<file path="config.mk">
export PLATFORM = sky130hd
export DESIGN_NAME = uart_line_monitor
export DESIGN_NICKNAME = d
export VERILOG_FILES = /design/src/rtl/lmon_pkg.sv /design/src/rtl/lmon_char_class.sv /design/src/rtl/lmon_idle_tracker.sv /design/src/rtl/lmon_break_tracker.sv /design/src/rtl/uart_line_monitor.sv
export SDC_FILE = /design/constraint.sdc
export NUM_CORES = 1
export LEC_CHECK = 0
export ABC_AREA = 0
export CORE_MARGIN = 2
export CORE_UTILIZATION = 30
export CTS_CLUSTER_DIAMETER = 150
export DETAILED_ROUTE_END_ITERATION = 8
export DONT_BUFFER_PORTS = 1
export HOLD_SLACK_MARGIN = 0.08
export PLACE_DENSITY = 0.41
export REMOVE_ABC_BUFFERS = 1
export SYNTH_ARGS = -nofsm -noshare
export SYNTH_HDL_FRONTEND = slang
export SYNTH_SLANG_ARGS = --single-unit
</file>
<file path="constraint.sdc">
create_clock -name clk -period 3.8 [get_ports clk]
set_input_delay 0.76 -clock clk [delete_from_list [all_inputs] [get_ports clk]]
set_output_delay 0.76 -clock clk [all_outputs]
set_load 0.1 [all_outputs]
</file>
<file path="src/rtl/lmon_pkg.sv">
package lmon_pkg;

    // Idle-run tracker states
    typedef enum logic {
        IDL_COUNT = 1'b0,
        IDL_HELD  = 1'b1
    } idle_st_e;

    // Break tracker states
    typedef enum logic {
        BRK_WAIT = 1'b0,
        BRK_ON   = 1'b1
    } brk_st_e;

endpackage

</file>
<file path="src/rtl/lmon_char_class.sv">
module lmon_char_class #(
    parameter int DATA_W = 8
) (
    input  logic [DATA_W-1:0] data,
    input  logic              frame_err,
    output logic              is_idle,
    output logic              is_break
);

    // Idle: every data bit high and a proper stop bit.
    // Break: every data bit low and no stop bit.
    always_comb begin
        is_idle  = (&data) && !frame_err;
        is_break = (~|data) && frame_err;
    end

endmodule

</file>
<file path="src/rtl/lmon_idle_tracker.sv">
module lmon_idle_tracker
    import lmon_pkg::*;
#(
    parameter int IDLE_W = 16
) (
    input  logic              clk,
    input  logic              rst_n,
    input  logic              chr_valid,
    input  logic              is_idle,
    input  logic [IDLE_W-1:0] max_idle,
    input  logic              rx_active,
    output logic              idle_timeout
);

    localparam int RUN_W = IDLE_W + 1;

    idle_st_e          st_q, st_d;
    logic [IDLE_W-1:0] run_q, run_d;
    logic              fire_d;
    logic [RUN_W-1:0]  run_inc;
    logic              limit_on;

    always_comb begin
        run_inc  = {1'b0, run_q} + {{IDLE_W{1'b0}}, 1'b1};
        limit_on = (max_idle != '0);
    end

    // Next-state and next-output decisions
    always_comb begin
        st_d   = st_q;
        run_d  = run_q;
        fire_d = 1'b0;
        if (chr_valid) begin
            if (!is_idle) begin
                // non-idle-char: restart the run
                st_d  = IDL_COUNT;
                run_d = '0;
            end else begin
                unique case (st_q)
                    IDL_COUNT: begin
                        if (limit_on) begin
                            if (run_inc >= {1'b0, max_idle}) begin
                                // count-reached
                                st_d   = IDL_HELD;
                                run_d  = max_idle;
                                fire_d = rx_active;
                            end else begin
                                run_d = run_inc[IDLE_W-1:0];
                            end
                        end
                    end
                    IDL_HELD: begin
                        // idle-char while held: no change
                        st_d = IDL_HELD;
                    end
                    default: st_d = IDL_COUNT;
                endcase
            end
        end
    end

    // State register
    always_ff @(posedge clk or negedge rst_n) begin
        if (!rst_n) begin
            st_q  <= IDL_COUNT;
            run_q <= '0;
        end else begin
            st_q  <= st_d;
            run_q <= run_d;
        end
    end

    // Output register
    always_ff @(posedge clk or negedge rst_n) begin
        if (!rst_n) begin
            idle_timeout <= 1'b0;
        end else begin
            idle_timeout <= fire_d;
        end
    end


    fire_cause_chk: assert property (@(posedge clk) disable iff (!rst_n)
        idle_timeout |-> ($past(chr_valid) && $past(is_idle) && $past(rx_active)));


    fire_enabled_chk: assert property (@(posedge clk) disable iff (!rst_n)
        idle_timeout |-> ($past(max_idle) != '0));


    fire_once_chk: assert property (@(posedge clk) disable iff (!rst_n)
        idle_timeout |=> !idle_timeout);

endmodule

</file>
<file path="src/rtl/lmon_break_tracker.sv">
module lmon_break_tracker
    import lmon_pkg::*;
#(
    parameter int CNT_W = 16,
    parameter int LEN_W = 8
) (
    input  logic             clk,
    input  logic             rst_n,
    input  logic             chr_valid,
    input  logic             is_break,
    input  logic             rx_line,
    input  logic             rx_active,
    output logic [CNT_W-1:0] brk_count,
    output logic [LEN_W-1:0] brk_len,
    output logic             brk_end,
    output logic             brk_in_rx,
    output logic             sess_close
);

    localparam logic [CNT_W-1:0] CNT_MAX = '1;
    localparam logic [LEN_W-1:0] LEN_MAX = '1;

    brk_st_e          st_q, st_d;
    logic [LEN_W-1:0] run_q, run_d;
    logic             start_now, finish_now, grow_now;

    // Transition conditions
    always_comb begin
        start_now  = (st_q == BRK_WAIT) && chr_valid && is_break;
        finish_now = (st_q == BRK_ON) && (rx_line || (chr_valid && !is_break));
        grow_now   = (st_q == BRK_ON) && !finish_now && chr_valid && is_break;
    end

    always_comb begin
        st_d  = st_q;
        run_d = run_q;
        unique case (st_q)
            BRK_WAIT: begin
                if (start_now) begin
                    // break-start
                    st_d  = BRK_ON;
                    run_d = {{(LEN_W-1){1'b0}}, 1'b1};
                end
            end
            BRK_ON: begin
                if (finish_now) begin
                    // break-finish
                    st_d = BRK_WAIT;
                end else if (grow_now && run_q != LEN_MAX) begin
                    // break-grow
                    run_d = run_q + 1'b1;
                end
            end
            default: st_d = BRK_WAIT;
        endcase
    end

    // State register
    always_ff @(posedge clk or negedge rst_n) begin
        if (!rst_n) begin
            st_q  <= BRK_WAIT;
            run_q <= '0;
        end else begin
            st_q  <= st_d;
            run_q <= run_d;
        end
    end

    // Output registers
    always_ff @(posedge clk or negedge rst_n) begin
        if (!rst_n) begin
            brk_count  <= '0;
            brk_len    <= '0;
            brk_end    <= 1'b0;
            brk_in_rx  <= 1'b0;
            sess_close <= 1'b0;
        end else begin
            brk_end    <= finish_now;
            sess_close <= start_now && rx_active;
            if (start_now && brk_count != CNT_MAX) begin
                brk_count <= brk_count + 1'b1;
            end
            if (finish_now) begin
                brk_len   <= run_q;
                brk_in_rx <= 1'b0;
            end else if (start_now && rx_active) begin
                brk_in_rx <= 1'b1;
            end
        end
    end


    cnt_step_chk: assert property (@(posedge clk) disable iff (!rst_n)
        (brk_count != $past(brk_count)) |-> (brk_count == $past(brk_count) + 1'b1));


    len_hold_chk: assert property (@(posedge clk) disable iff (!rst_n)
        (brk_len != $past(brk_len)) |-> brk_end);


    end_pulse_chk: assert property (@(posedge clk) disable iff (!rst_n)
        brk_end |=> !brk_end);


    rx_flag_chk: assert property (@(posedge clk) disable iff (!rst_n)
        $rose(brk_in_rx) |-> sess_close);

endmodule

</file>
<file path="src/rtl/uart_line_monitor.sv">
module uart_line_monitor #(
    parameter int DATA_W = 8,
    parameter int IDLE_W = 16,
    parameter int CNT_W  = 16,
    parameter int LEN_W  = 8
) (
    input  logic              clk,
    input  logic              rst_n,
    input  logic              chr_valid,
    input  logic [DATA_W-1:0] chr_data,
    input  logic              chr_frame_err,
    input  logic              rx_line,
    input  logic              rx_active,
    input  logic [IDLE_W-1:0] max_idle,
    output logic              idle_timeout,
    output logic [CNT_W-1:0]  brk_count,
    output logic [LEN_W-1:0]  brk_len,
    output logic              brk_end,
    output logic              brk_in_rx,
    output logic              sess_close
);

    logic is_idle;
    logic is_break;

    lmon_char_class #(.DATA_W(DATA_W)) class_i (
        .data      (chr_data),
        .frame_err (chr_frame_err),
        .is_idle   (is_idle),
        .is_break  (is_break)
    );

    lmon_idle_tracker #(.IDLE_W(IDLE_W)) idle_i (
        .clk          (clk),
        .rst_n        (rst_n),
        .chr_valid    (chr_valid),
        .is_idle      (is_idle),
        .max_idle     (max_idle),
        .rx_active    (rx_active),
        .idle_timeout (idle_timeout)
    );

    lmon_break_tracker #(.CNT_W(CNT_W), .LEN_W(LEN_W)) brk_i (
        .clk        (clk),
        .rst_n      (rst_n),
        .chr_valid  (chr_valid),
        .is_break   (is_break),
        .rx_line    (rx_line),
        .rx_active  (rx_active),
        .brk_count  (brk_count),
        .brk_len    (brk_len),
        .brk_end    (brk_end),
        .brk_in_rx  (brk_in_rx),
        .sess_close (sess_close)
    );


    class_excl_chk: assert property (@(posedge clk) disable iff (!rst_n)
        !(is_idle && is_break));

endmodule

</file>
# Word-level counts from Yosys, hierarchy flattened

Cells that the tools add are included.

Flip-flop bits (word level): 54
Input port bits: 30
Output and inout port bits: 28
Word-level logic and storage cells: 68

$add $sub $neg: 3
$lt $le $gt $ge: 1
Equal/unequal tests: 7
Muxes and demuxes: 22
Bitwise logic cells: 2
Reductions and logical operators: 23

Operator list:

| operator                                       | count |
|---|---|
| two-way mux 16 bit                             | 4 |
| two-way mux 8 bit                              | 3 |
| adder 16 x 1 -> 17 bit (second input constant) | 1 |
| greater-or-equal comparator 17 x 16 -> 1 bit   | 1 |
| adder 16 x 1 -> 16 bit (second input constant) | 1 |
| != test 16 bit (second input constant)         | 1 |
| one-hot mux 8 bit (2 select lines)             | 1 |
| nonzero test 16 bit                            | 1 |
| logical AND 1 bit                              | 12 |
| two-way mux 1 bit                              | 12 |
| adder 8 x 1 -> 8 bit (second input constant)   | 1 |
| != test 2 bit (second input constant)          | 4 |
| != test 8 bit (second input constant)          | 1 |
| AND reduction 8 bit                            | 1 |
| OR reduction 8 bit                             | 1 |
| AND reduction 3 bit                            | 2 |
| logical NOT 1 bit                              | 4 |
| one-hot mux 1 bit (2 select lines)             | 2 |
| != test 2 x 1 -> 1 bit (second input constant) | 1 |
| inverter 1 bit                                 | 2 |
| nonzero test 2 bit                             | 1 |
| logical OR 1 bit                               | 1 |

# Logic depth before layout (Yosys ltp)

Gate-level depths: netlist of the first run.

Depth after elaboration: 15
Gate-level depth with buffers: 13
Gate-level depth less buffers: 12

# By module

From an unflattened synthesis of the first run, not the netlist that was laid out.

Cell total of the unflattened synthesis: 349
Area, all modules: 3399.5 µm²

Modules (own cells, without submodules):

| module             | instances | cells each | area an instance (µm²) | seq. area each (µm²) |
|---|---|---|---|---|
| lmon_idle_tracker  | 1         | 199        | 1687.9                 | 450.4 |
| lmon_break_tracker | 1         | 143        | 1660.3                 | 900.9 |
| lmon_char_class    | 1         | 7          | 51.3                   | 0.0 |

# Worst setup path after synthesis of the first run

OpenSTA, ideal clock, no wires.

Path kind: flip-flop to flip-flop
Start point: reg idle_i.run_q[0]
End point: reg idle_i.run_q[3]
Setup time: 0.116 ns
Data arrival time: 3.015 ns
Data required time: 3.684 ns
Setup slack: 0.669 ns
Cell stages (with the launch flop): 13
Path buffers: 0
Period minus slack after synthesis: 3.131 ns
Cells stage by stage: dfrtp_1 > ha_1 > nand3_1 > or3_1 > nor2_1 > xor2_1 > ha_1 > a21oi_1 > nor2_1 > o31ai_1 > nand4b_2 > or4_1 > o311ai_0

Cells in the longest elaborated chain, start to end: 6

RTL lines:

| element                                      | line                    | source |
|---|---|---|
| from (decl)                                  | lmon_idle_tracker.sv:18 | `logic [IDLE_W-1:0] run_q, run_d;` |
| from (signal assigned)                       | lmon_idle_tracker.sv:69 | `run_q <= run_d;` |
| adder 16 x 1 -> 17 bit (*)                   | lmon_idle_tracker.sv:24 | `run_inc = {1'b0, run_q} + {{IDLE_W{1'b0}}, 1'b1};` |
| greater-or-equal comparator 17 x 16 -> 1 bit | lmon_idle_tracker.sv:42 | `if (run_inc >= {1'b0, max_idle}) begin` |
| two-way mux 16 bit (*)                       | lmon_idle_tracker.sv:42 |  |
| two-way mux 16 bit (*)                       | lmon_idle_tracker.sv:41 | `if (limit_on) begin` |
| two-way mux 16 bit (*)                       | lmon_idle_tracker.sv:39 | `unique case (st_q)` |
| two-way mux 16 bit (*)                       | lmon_idle_tracker.sv:34 | `if (!is_idle) begin` |

Mark *: on every way between the ends. The rest lies on a longest branch, timed or not. The select of a mux whose other input is x is not followed.
A chain may end at the register's enable or synchronous reset.

# Worst setup path in the final report of the first run

Start point: reg idle_i.run_q[0]
End point: reg idle_i.run_q[6]

Same word-level chain as after synthesis.

==> results of run 1 <==
## cells in the mapped netlist (all sizes together), types with 2 or more instances
| master | count |
|---|---|
| nand2 | 55 |
| dfrtp | 54 |
| xnor2 | 21 |
| ha | 19 |
| nand3 | 19 |
| nand4 | 19 |
| inv | 17 |
| nor2 | 16 |
| o311ai | 15 |
| xor2 | 12 |
| a21oi | 11 |
| and3 | 9 |
| a32oi | 8 |
| buf | 8 |
| clkbuf | 8 |
| nor3 | 8 |
| nor4 | 7 |
| and2 | 6 |
| o21ai | 6 |
| nand2b | 5 |
| o211ai | 5 |
| and4 | 4 |
| or4 | 4 |
| nor2b | 3 |
| nor3b | 3 |
| a311oi | 2 |
| or2 | 2 |
| or3 | 2 |
## sequential cells by signal, indices dropped and copies added, names as in the netlist
register and flops:
brk_i.st_q 1, brk_i.brk_in_rx 1, brk_i.brk_count 16, brk_i.sess_close 1, brk_i.brk_len 8, idle_i.st_q 1, idle_i.run_q 16, idle_i.idle_timeout 1
brk_i.brk_end 1, brk_i.run_q 8
## through the flow
step           hold slack (ns)  instance area (um^2)  worst slack [ns]  std cells  setup TNS (ns)
2_1_floorplan           0.4644                  3307            0.4999        347               0
3_3_place_gp            0.4667                  3625           0.02765        506               0
3_5_place_dp            0.4672                  3625          -0.09539        506         -0.5652
4_1_cts                 0.1406                  3786           0.04866        514               0
5_1_grt                 0.1254                  3809          0.002806        514               0
6_report                0.1492                  3809            0.3758        514               0
## cell families (layout without fill, tap and decap cells)
kind of cell             count (synthesis)  after routing
flip-flops                              54             54
AO/OA/AOI/OAI                           58             58
multiplexers                             1              1
AND/OR/NAND/NOR                        164            164
adder cells (fa/ha/maj)                 19             19
XOR/XNOR                                33             33
buffers and inverters                   34             45
## worst register-to-register path, cell delays in order, from the launching register on
cell and delay (ns):
dfrtp_2 0.42, ha_1 0.24, nand3_2 0.16, or3_4 0.43
nor2_1 0.14, xor2_1 0.21, ha_1 0.27, nand3_1 0.09
or2_1 0.14, a211o_1 0.61, nand2_1 0.27, o311ai_1 0.33
## repair_timing
item,in CTS,in global routing
gates cloned,0,0
endpoints found under the setup margin,10,18
endpoints found under the hold margin,0,0
gates resized for setup,1,6
## per-layer routing
layer,share of wire (%),routed length (um),GRT usage (%),up-vias
met5,0,0,0,-
li1,-,-,-,1350
met1,46,4223,21.97,1348
met3,7.3,671,4.056,11
met4,1.4,129,4.554,0
met2,45,4119,24.76,74
## layout make-up
class	instances	area share, %
Multi-Input combinational cell	275	50.20
Timing Repair Buffer	19	3.745
Sequential cell	54	35.51
Clock buffer	6	3.647
Clock inverter	2	0.5256
Tap cell	140	4.599
Inverter	18	1.774
## layout by cell type (no fill, tap or decap), types with 2 or more instances in the layout
cell type	Yosys	routed
and3_1	8	8
nand3_1	19	18
or4_1	4	4
nand2_1	55	55
nand2b_1	5	5
a21oi_1	10	10
xnor2_1	21	21
a32oi_1	8	8
o211ai_1	5	5
clkbuf_16	0	5
nor3b_1	3	3
nor4_1	6	6
xor2_1	12	12
and2_1	6	6
o311ai_0	10	10
ha_1	19	19
inv_1	17	17
nand4_1	17	17
nand4_2	2	2
dfrtp_1	54	53
and4_1	3	3
o311ai_1	5	5
nor2b_1	3	3
o21ai_0	5	5
nor3_1	8	8
nor2_1	16	15
buf_4	2	19
## how the worst max path moves through the flow
stage	start	end	slack, ns	depth (start not counted)
global placement	idle_i.run_q[0]	idle_i.run_q[9]	0.03	12
finish	idle_i.run_q[0]	idle_i.run_q[6]	0.38	11
detailed placement	idle_i.run_q[0]	idle_i.run_q[3]	-0.1	12
floorplan	idle_i.run_q[0]	idle_i.run_q[5]	0.50	12
global route	idle_i.run_q[0]	idle_i.run_q[3]	0.003	13
CTS	idle_i.run_q[0]	idle_i.run_q[6]	0.05	12
## power groups by stage
stage / sequential, uW / clock, uW / combinational [uW]
2_1_floorplan: 606 / 0 / 26.8
3_3_place_gp: 603 / 0 / 41.0
3_5_place_dp: 603 / 0 / 40.8
4_1_cts: 591 / 528 / 41.1
5_1_grt: 592 / 556 / 46.9
6_report: 591 / 510 / 40.8
==> results.ini, run 1 <==
[power_and_ir_drop]
vdd_drop_max_mv=0.1946
total_power_uw=1142
comb_power_share_pct=3.6
net-switching-power_uw=281.7
switching_share_pct=24.66
p_leak_uw=0.001699
p_int_uw=860.5
p_clk_share_pct=44.7
p_seq_share_pct=51.8
powerDensity_nw_per_um2=299.9

[synthesis]
synth_seq_cells=54
synth-main-ff-cell=dfrtp_1
synthSimpleGateAreaFrac_pct=26.05
yosys.area.top_type_share_pct=39.96
synthAdderAreaFrac_pct=7.029
synth_edf_count=0
yosys_warnings=0
mappedNetlistArea_um2=3382
synthesis.instances=363
synth_area_leader_cell=dfrtp_1
synth_cell_type_count=53
synth_sequential_area_ratio_pct=39.96
ys_top_cells_by_area=dfrtp_1 (40%), ha_1 (7.0%), nand2_1 (6.1%)
synth_top_family_by_area=simple AND/OR/NAND/NOR gates
synthXorXnorAreaFrac_pct=8.546
avgSynthCellArea_um2=9.317
synthMuxAreaShare_pct=0.3330
synth-compound-area-share_pct=13.87
async_reset_ff_share_pct=100.0

[clock_network]
htree_levels=2
hold_buffers=0
ctsRootBufferMaster=clkbuf_16
clock_sinks=54
numCtsBuffers=5
clock_path_buffers=2
cts_setup_buffers=0
clk_pin_slew_ns=0.08
cts_tree=yes
insertion_delay_ns=0.30

[sta]
period_needed_ns=3.424
rsz0062_at_grt=no
tightestPinTransition_ns=1.021
hold_violations=0
timing.fmax_mhz=292.0
skew_ns=0.006542
final_max_slew_viol_count=0
finalCritPeriodShare_pct=90.11
setup_viol=0
slew-limit-headroom_pct=31.93

[detailed_routing]
antenna_left=0
vias_per_cell=5.414
drt-total-wl_um=9143
vias=2783
drc=0
drtPass1Iterations=4
first_iter_violations=111
wl_per_cell_um=17.79

[die]
die-height_um=110.2
start_util_pct=30.93
core.rowCount=38
num_io_pins=58
die_x_um=110.2
coreArea_um2=10940
dieArea_um2=12140

[job]
drv_cap=0

[worst_setup_path]
regToRegStartpoint=idle_i.run_q[0]
crit_chain=ha_1, nand3_2, or3_4, nor2_1, xor2_1, ha_1, nand3_1, or2_1, a211o_1, nand2_1, o311ai_1
crit_buf_inv=0
reg2regPathDepth=11
end_kind=register
slowest_stage=a211o_1
path_class=register to register
startpoint_type=register
critPathMaxStageDelay_ns=0.61
worstPathRequired_ns=3.98
cp_top_family=simple AND/OR/NAND/NOR gates
rr_endpoint=idle_i.run_q[6]
critPathArrivalTime_ns=3.61
cpMostUsedCell=ha_1
critPathMaxFanout=20
rrSetupSlack_ns=0.38

[placed_design]
gp_congestion=0.7721
io_buffer_count=0
place_hpwl_um=6723

[global_route]
grt-ovfl-total=0
grt_pass1_vias=2812
grt_pass1_wl_um=14820
antenna_found_initial=0
grt_max_degree=55
track_usage_pct=15.95

[finish]
drive_gt1_share_pct=12.30
seq_area_um2=1353
nets=422
fin_util_pct=34.83
diodes=0
nFillCells=1171
area_delta_synth_final_pct=12.62
multiInputGateArea_um2=1912

[outcome]
status=completed

[min_path]
hp-class=primary input to async pin

Note: power is estimated with default switching activity, not from simulation.
==> run 2, diff against run 1 <==
Settings changed: ABC_AREA 0 to 1.
==> results.ini, run 2 <==
[synthesis]
synth_common_cells=nand2_1 (170), inv_1 (83), dfrtp_1 (54), nand3_1 (53), nor2_1 (34)
yosys_warnings=0  ; unchanged
synthesis.instances=544  ; +50%
mappedNetlistArea_um2=3831  ; +13%
yosysMostFrequentCell=nand2_1
synth_area_leader_cell=dfrtp_1
synth_sequential_area_ratio_pct=35.27  ; -4.7 points
async_reset_ff_share_pct=100.0  ; unchanged
ys_top_cells_by_area=dfrtp_1 (35%), nand2_1 (17%), inv_1 (8.1%)
avgSynthCellArea_um2=7.043  ; -24%
synth_edf_count=0  ; unchanged
synth_seq_cells=54  ; unchanged
synth-main-ff-cell=dfrtp_1
synth_cell_type_count=32  ; -40%
yosys.area.top_type_share_pct=35.27  ; -4.7 points

[sta]
hold_violations=0  ; unchanged
skew_ns=0.007421  ; +0.0008794 ns
period_needed_ns=3.171  ; -0.2529 ns
rsz0062_at_grt=no
setup_viol=0  ; unchanged
setup_tns_ns=0  ; unchanged
slew-limit-headroom_pct=39.10  ; +7.2 points
final_max_slew_viol_count=0  ; unchanged
timing.fmax_mhz=315.3  ; +8.0%
fin_hold_ws_ns=0.1465  ; -0.002650 ns
finalCritPeriodShare_pct=83.45  ; -6.7 points
tightestPinTransition_ns=0.9134  ; -0.1077 ns

[worst_setup_path]
crit_buf_inv=3  ; +3
startpoint_type=register
crit_chain=ha_1, nand3_2, inv_1, nand3_1, xor2_1, inv_1, ha_1, a21oi_1, o21a_1, nand2_1, nand2_1, buf_4, nand3_2, and3_1
worstPathRequired_ns=3.99  ; about the same
critPathArrivalTime_ns=3.37  ; -0.24 ns
critPathMaxFanout=18  ; -10%
setup.worst_path.start=idle_i.run_q[0]
end_kind=register
regToRegStartpoint=idle_i.run_q[0]
critPathMaxStageDelay_ns=0.47  ; -0.14 ns
cp_top_family=simple AND/OR/NAND/NOR gates
slowest_stage=dfrtp_1
path_class=register to register

[power_and_ir_drop]
powerDensity_nw_per_um2=285.4  ; -4.9%
p_leak_uw=0.002348  ; +38%
vdd_drop_max_mv=0.1930  ; -0.81%

[clock_network]
insertion_delay_ns=0.30  ; about the same
hold_buffers=0  ; unchanged
cts_setup_buffers=0  ; unchanged
clk_pin_slew_ns=0.08  ; about the same
clock_sinks=54  ; unchanged
ctsResizeCount=0  ; -1
ctsRootBufferMaster=clkbuf_16
clock_path_buffers=2  ; unchanged
cts_tree=yes
numCtsBuffers=5  ; unchanged
htree_levels=2  ; unchanged

[detailed_routing]
drt-total-wl_um=9805  ; +7.2%
first_iter_violations=169  ; +52%
wl_per_cell_um=13.38  ; -25%
antenna_left=0  ; unchanged
drc=0  ; unchanged
vias=3377  ; +21%
drtPass1Iterations=4  ; unchanged
vias_per_cell=4.607  ; -15%

[finish]
largestRegisters=brk_i.brk_count (16), idle_i.run_q (16)
final_cell_mix=nand2_1 (170), inv_1 (83), dfrtp_1 (54)
drive_gt1_share_pct=10.16  ; -2.1 points
area_delta_synth_final_pct=11.43
stdcell_area_um2=4269  ; +12%
layout_commonest_cell=nand2_1
fin_util_pct=33.97  ; -0.86 points
nets=609  ; +44%
diodes=0  ; unchanged

[die]
die-height_um=117.0  ; +6.2%
start_util_pct=30.48  ; -0.44 points
num_io_pins=58  ; unchanged
dieArea_um2=13690  ; +13%
core.rowCount=41  ; +7.9%
coreArea_um2=12570  ; +15%
die_x_um=117.0  ; +6.2%

[outcome]
status=completed

[global_route]
grt_pass1_wl_um=16580  ; +12%
track_usage_pct=15.41  ; -0.54 points
grt_pass1_vias=3358  ; +19%
antenna_found_initial=0  ; unchanged
grt-ovfl-total=0  ; unchanged
grt_max_degree=55  ; unchanged

[placed_design]
place_hpwl_um=7552  ; +12%
gp_congestion=0.8104  ; +5.0%
io_buffer_count=0  ; unchanged
place_area_um2=4118  ; +14%

[min_path]
hp-class=primary input to async pin

[job]
drv_cap=0  ; unchanged

## run 2: area by class of cell
cell class / instances / area [um^2]
Clock buffer: 5 / 125.1
Clock inverter: 3 / 26.28
Fill cell: 1351 / 8299
Inverter: 86 / 322.8
Multi-Input combinational cell: 395 / 2093
Sequential cell: 54 / 1351
Tap cell: 172 / 215.2
Timing Repair Buffer: 18 / 135.1
## run 2: logic make-up (layout without fill, tap and decap cells)
| logic type | after synthesis | after routing | synth area share (%) |
|---|---|---|---|
| xor gates and xnor gates | 22 | 22 | 5.030 |
| AOI/OAI and AO/OA | 45 | 45 | 6.989 |
| and+or+nand+nor | 309 | 309 | 36.41 |
| buffers and inverters | 95 | 112 | 10.09 |
| adders and majority gates | 19 | 19 | 6.205 |
| DFF | 54 | 54 | 35.27 |
## run 2: where the power goes
part	leakage, uW	switching, uW	internal, uW
clock	0.0000748	239	251
sequential	0.000694	15.4	582
combinational	0.00158	99.7	30.7
## run 2: per-layer routing
metal	vias up	track usage (%)	share of wire (%)
li1	1758	-	-
met1	1562	20.42	47
met2	50	25.63	48
met3	7	3.502	4.1
met4	0	3.686	0.87
met5	-	0	0
## run 2: final timing paths
check | endpoint | slack, ns | depth (start not counted)
max | idle_i.idle_timeout | 0.63 | 14
min | brk_i.brk_count[4] | 0.15 | 0
max reg2reg | idle_i.idle_timeout | 0.63 | 14
min reg2reg | idle_i.st_q | 0.53 | 2
max in group asynchronous | idle_i.run_q[14] | 3.56 | 0
min in group clk | idle_i.st_q | 0.53 | 2
## run 2: metrics by stage
stage | std cells | power (uW) | setup slack, ns
after CTS | 733 | 1236 | 0.5916
after global placement | 725 | 740.2 | 0.7068
after detailed placement | 725 | 740.6 | 0.6031
after floorplan | 535 | 710.9 | 1.106
final | 733 | 1218 | 0.6287
after global routing | 733 | 1272 | 0.3192
==> run 3, diff against run 2 <==
Settings changed: ABC_AREA 1 to 0, PLACE_DENSITY 0.41 to 0.42.
Clock period 3.8 ns to 2.6 ns, I/O delays scaled along.
==> results.ini, run 3 (same netlist as run 1, synthesis figures left out) <==
[worst_setup_path]
end_kind=register
crit_buf_inv=0  ; -3
path_class=register to register
slowest_stage=or4_1
crit_chain=ha_4, nand3_4, or3_4, nor2_4, xor2_2, ha_4, a21oi_2, nor2_1, o31ai_2, nand4b_2, or4_1, o311ai_2
cp_top_family=simple AND/OR/NAND/NOR gates
rr_endpoint=idle_i.run_q[11]
rrSetupSlack_ns=-0.43  ; -1.06 ns
critPathArrivalTime_ns=3.24  ; -0.13 ns
critPathMaxFanout=5  ; -13
startpoint_type=register
critPathMaxStageDelay_ns=0.58  ; +0.11 ns
cpMostUsedCell=ha_4
regToRegStartpoint=idle_i.run_q[0]
reg2regPathDepth=12  ; -2
worstPathRequired_ns=2.81  ; -1.18 ns

[detailed_routing]
drtPass1Iterations=4  ; unchanged
vias_per_cell=5.297  ; +15%
wl_per_cell_um=17.54  ; +31%
drt-total-wl_um=10030  ; +2.3%
antenna_left=0  ; unchanged
vias=3030  ; -10%
first_iter_violations=70  ; -59%
drc=0  ; unchanged

[finish]
largestRegisters=brk_i.brk_count (16), idle_i.run_q (16)
final_cell_mix=buf_4 (67), nand2_1 (54), dfrtp_1 (54)
nFillCells=1101  ; -19%
drive_gt1_share_pct=30.32  ; +20 points
diodes=0  ; unchanged
multiInputGateArea_um2=2145  ; +2.5%
layout_commonest_cell=buf_4
seq_area_um2=1351  ; unchanged
nets=480  ; -21%
area_delta_synth_final_pct=34.44
fin_util_pct=41.58  ; +7.6 points

[clock_network]
ctsRootBufferMaster=clkbuf_16
htree_levels=2  ; unchanged
clock_path_buffers=2  ; unchanged
clk_pin_slew_ns=0.08  ; about the same
clock_sinks=54  ; unchanged
numCtsBuffers=5  ; unchanged
cts_tree=yes
insertion_delay_ns=0.30  ; about the same

[sta]
rsz0062_at_grt=yes
timing.fmax_mhz=330.3  ; +4.8%
tightestPinTransition_ns=0.9235  ; +0.01004 ns
worst_slack_ns=-0.4273  ; -1.056 ns
period_needed_ns=3.027  ; -0.1440 ns
slew-limit-headroom_pct=38.43  ; -0.67 points
final_max_slew_viol_count=0  ; unchanged
setup_viol=18  ; +18
setup_tns_ns=-6.314  ; -6.314 ns
finalCritPeriodShare_pct=116.4  ; +33 points
skew_ns=0.005131  ; -0.002290 ns
hold_violations=0  ; unchanged

[die]
core.rowCount=38  ; -7.3%
die-height_um=110.2  ; -5.8%
dieArea_um2=12140  ; -11%
coreArea_um2=10940  ; -13%
num_io_pins=58  ; unchanged
die_x_um=110.2  ; -5.8%
start_util_pct=30.93  ; +0.44 points

[global_route]
grt-ovfl-total=0  ; unchanged
grt_pass1_wl_um=16210  ; -2.2%
grt_max_degree=55  ; unchanged
grt_pass1_vias=3174  ; -5.5%
track_usage_pct=17.54  ; +2.1 points
antenna_found_initial=0  ; unchanged

[min_path]
hp-class=primary input to async pin

[placed_design]
place_hpwl_um=7500  ; -0.68%
gp_congestion=0.8122  ; +0.22%
io_buffer_count=0  ; unchanged
post-place-ws_ns=-0.6587  ; -1.262 ns

[power_and_ir_drop]
p_leak_uw=0.002071  ; -12%
vdd_drop_max_mv=0.2125  ; +10%
powerDensity_nw_per_um2=365.9  ; +28%

[outcome]
status=finished, violations left
failed_checks=setup timing

[job]
drv_cap=0  ; unchanged

run 3: cell types whose count changed in the layout (fill, tap and decap cells not counted), sizes merged, moves of 22 or more:
cell	before	now
buf	18	77
inv	88	18
nand3	57	19
o21ai	31	6
nand2	173	55
nor2	38	16
run 3: stage by stage:
step	std cells	total power [uW]	area (um^2)	hold slack, ns
2_1_floorplan	347	924.5	3307	0.2244
3_3_place_gp	550	951.5	3993	0.2272
3_5_place_dp	550	951.8	3993	0.2272
4_1_cts	568	1696	4354	0.08850
5_1_grt	572	1737	4547	0.08930
6_report	572	1664	4547	0.07932
run 3: where the power goes:
part           switching (uW)  internal (uW)
Combinational            64.7           31.0
Sequential               21.0            843
Clock                     340            364
Total                     426           1240
run 3: how the worst max path moves through the flow:
stage	startpoint	endpoint	slack, ns	cells after the start
final	idle_i.run_q[0]	idle_i.run_q[11]	-0.43	12
after global routing	idle_i.run_q[0]	idle_i.run_q[11]	-0.57	12
after CTS	idle_i.run_q[0]	idle_i.run_q[14]	-0.41	14
after detailed placement	idle_i.run_q[0]	idle_i.run_q[12]	-0.66	14
after global placement	idle_i.run_q[0]	idle_i.run_q[12]	-0.60	14
after floorplan	idle_i.run_q[0]	idle_i.run_q[5]	-0.70	12
run 3: timing repair:
item | 4_1_cts | 5_1_grt
hold endpoints to repair | 54 | 0
hold buffers | 1 | 0
pin swaps | 16 | 12
gates resized for setup | 31 | 27
endpoints found under the setup margin | 18 | 18
setup buffers | 9 | 4
run 3: layer usage:
layer	vias to the layer above	track usage (%)	part of all wire [%]	wire (um)
li1	1462	-	-	-
met4	0	4.643	1.4	136
met3	11	3.880	6.2	624
met1	1482	22.80	44	4425
met5	-	0	0	0
met2	75	29.49	48	4846
run 3: cell type report:
class	count	share of cell area [%]
clock buffer	5	2.752
timing repair buffer	77	14.47
sequential	54	29.72
multi-input combinational	275	47.17
inverter	18	1.486
clock inverter	3	0.5504
tap	140	3.853
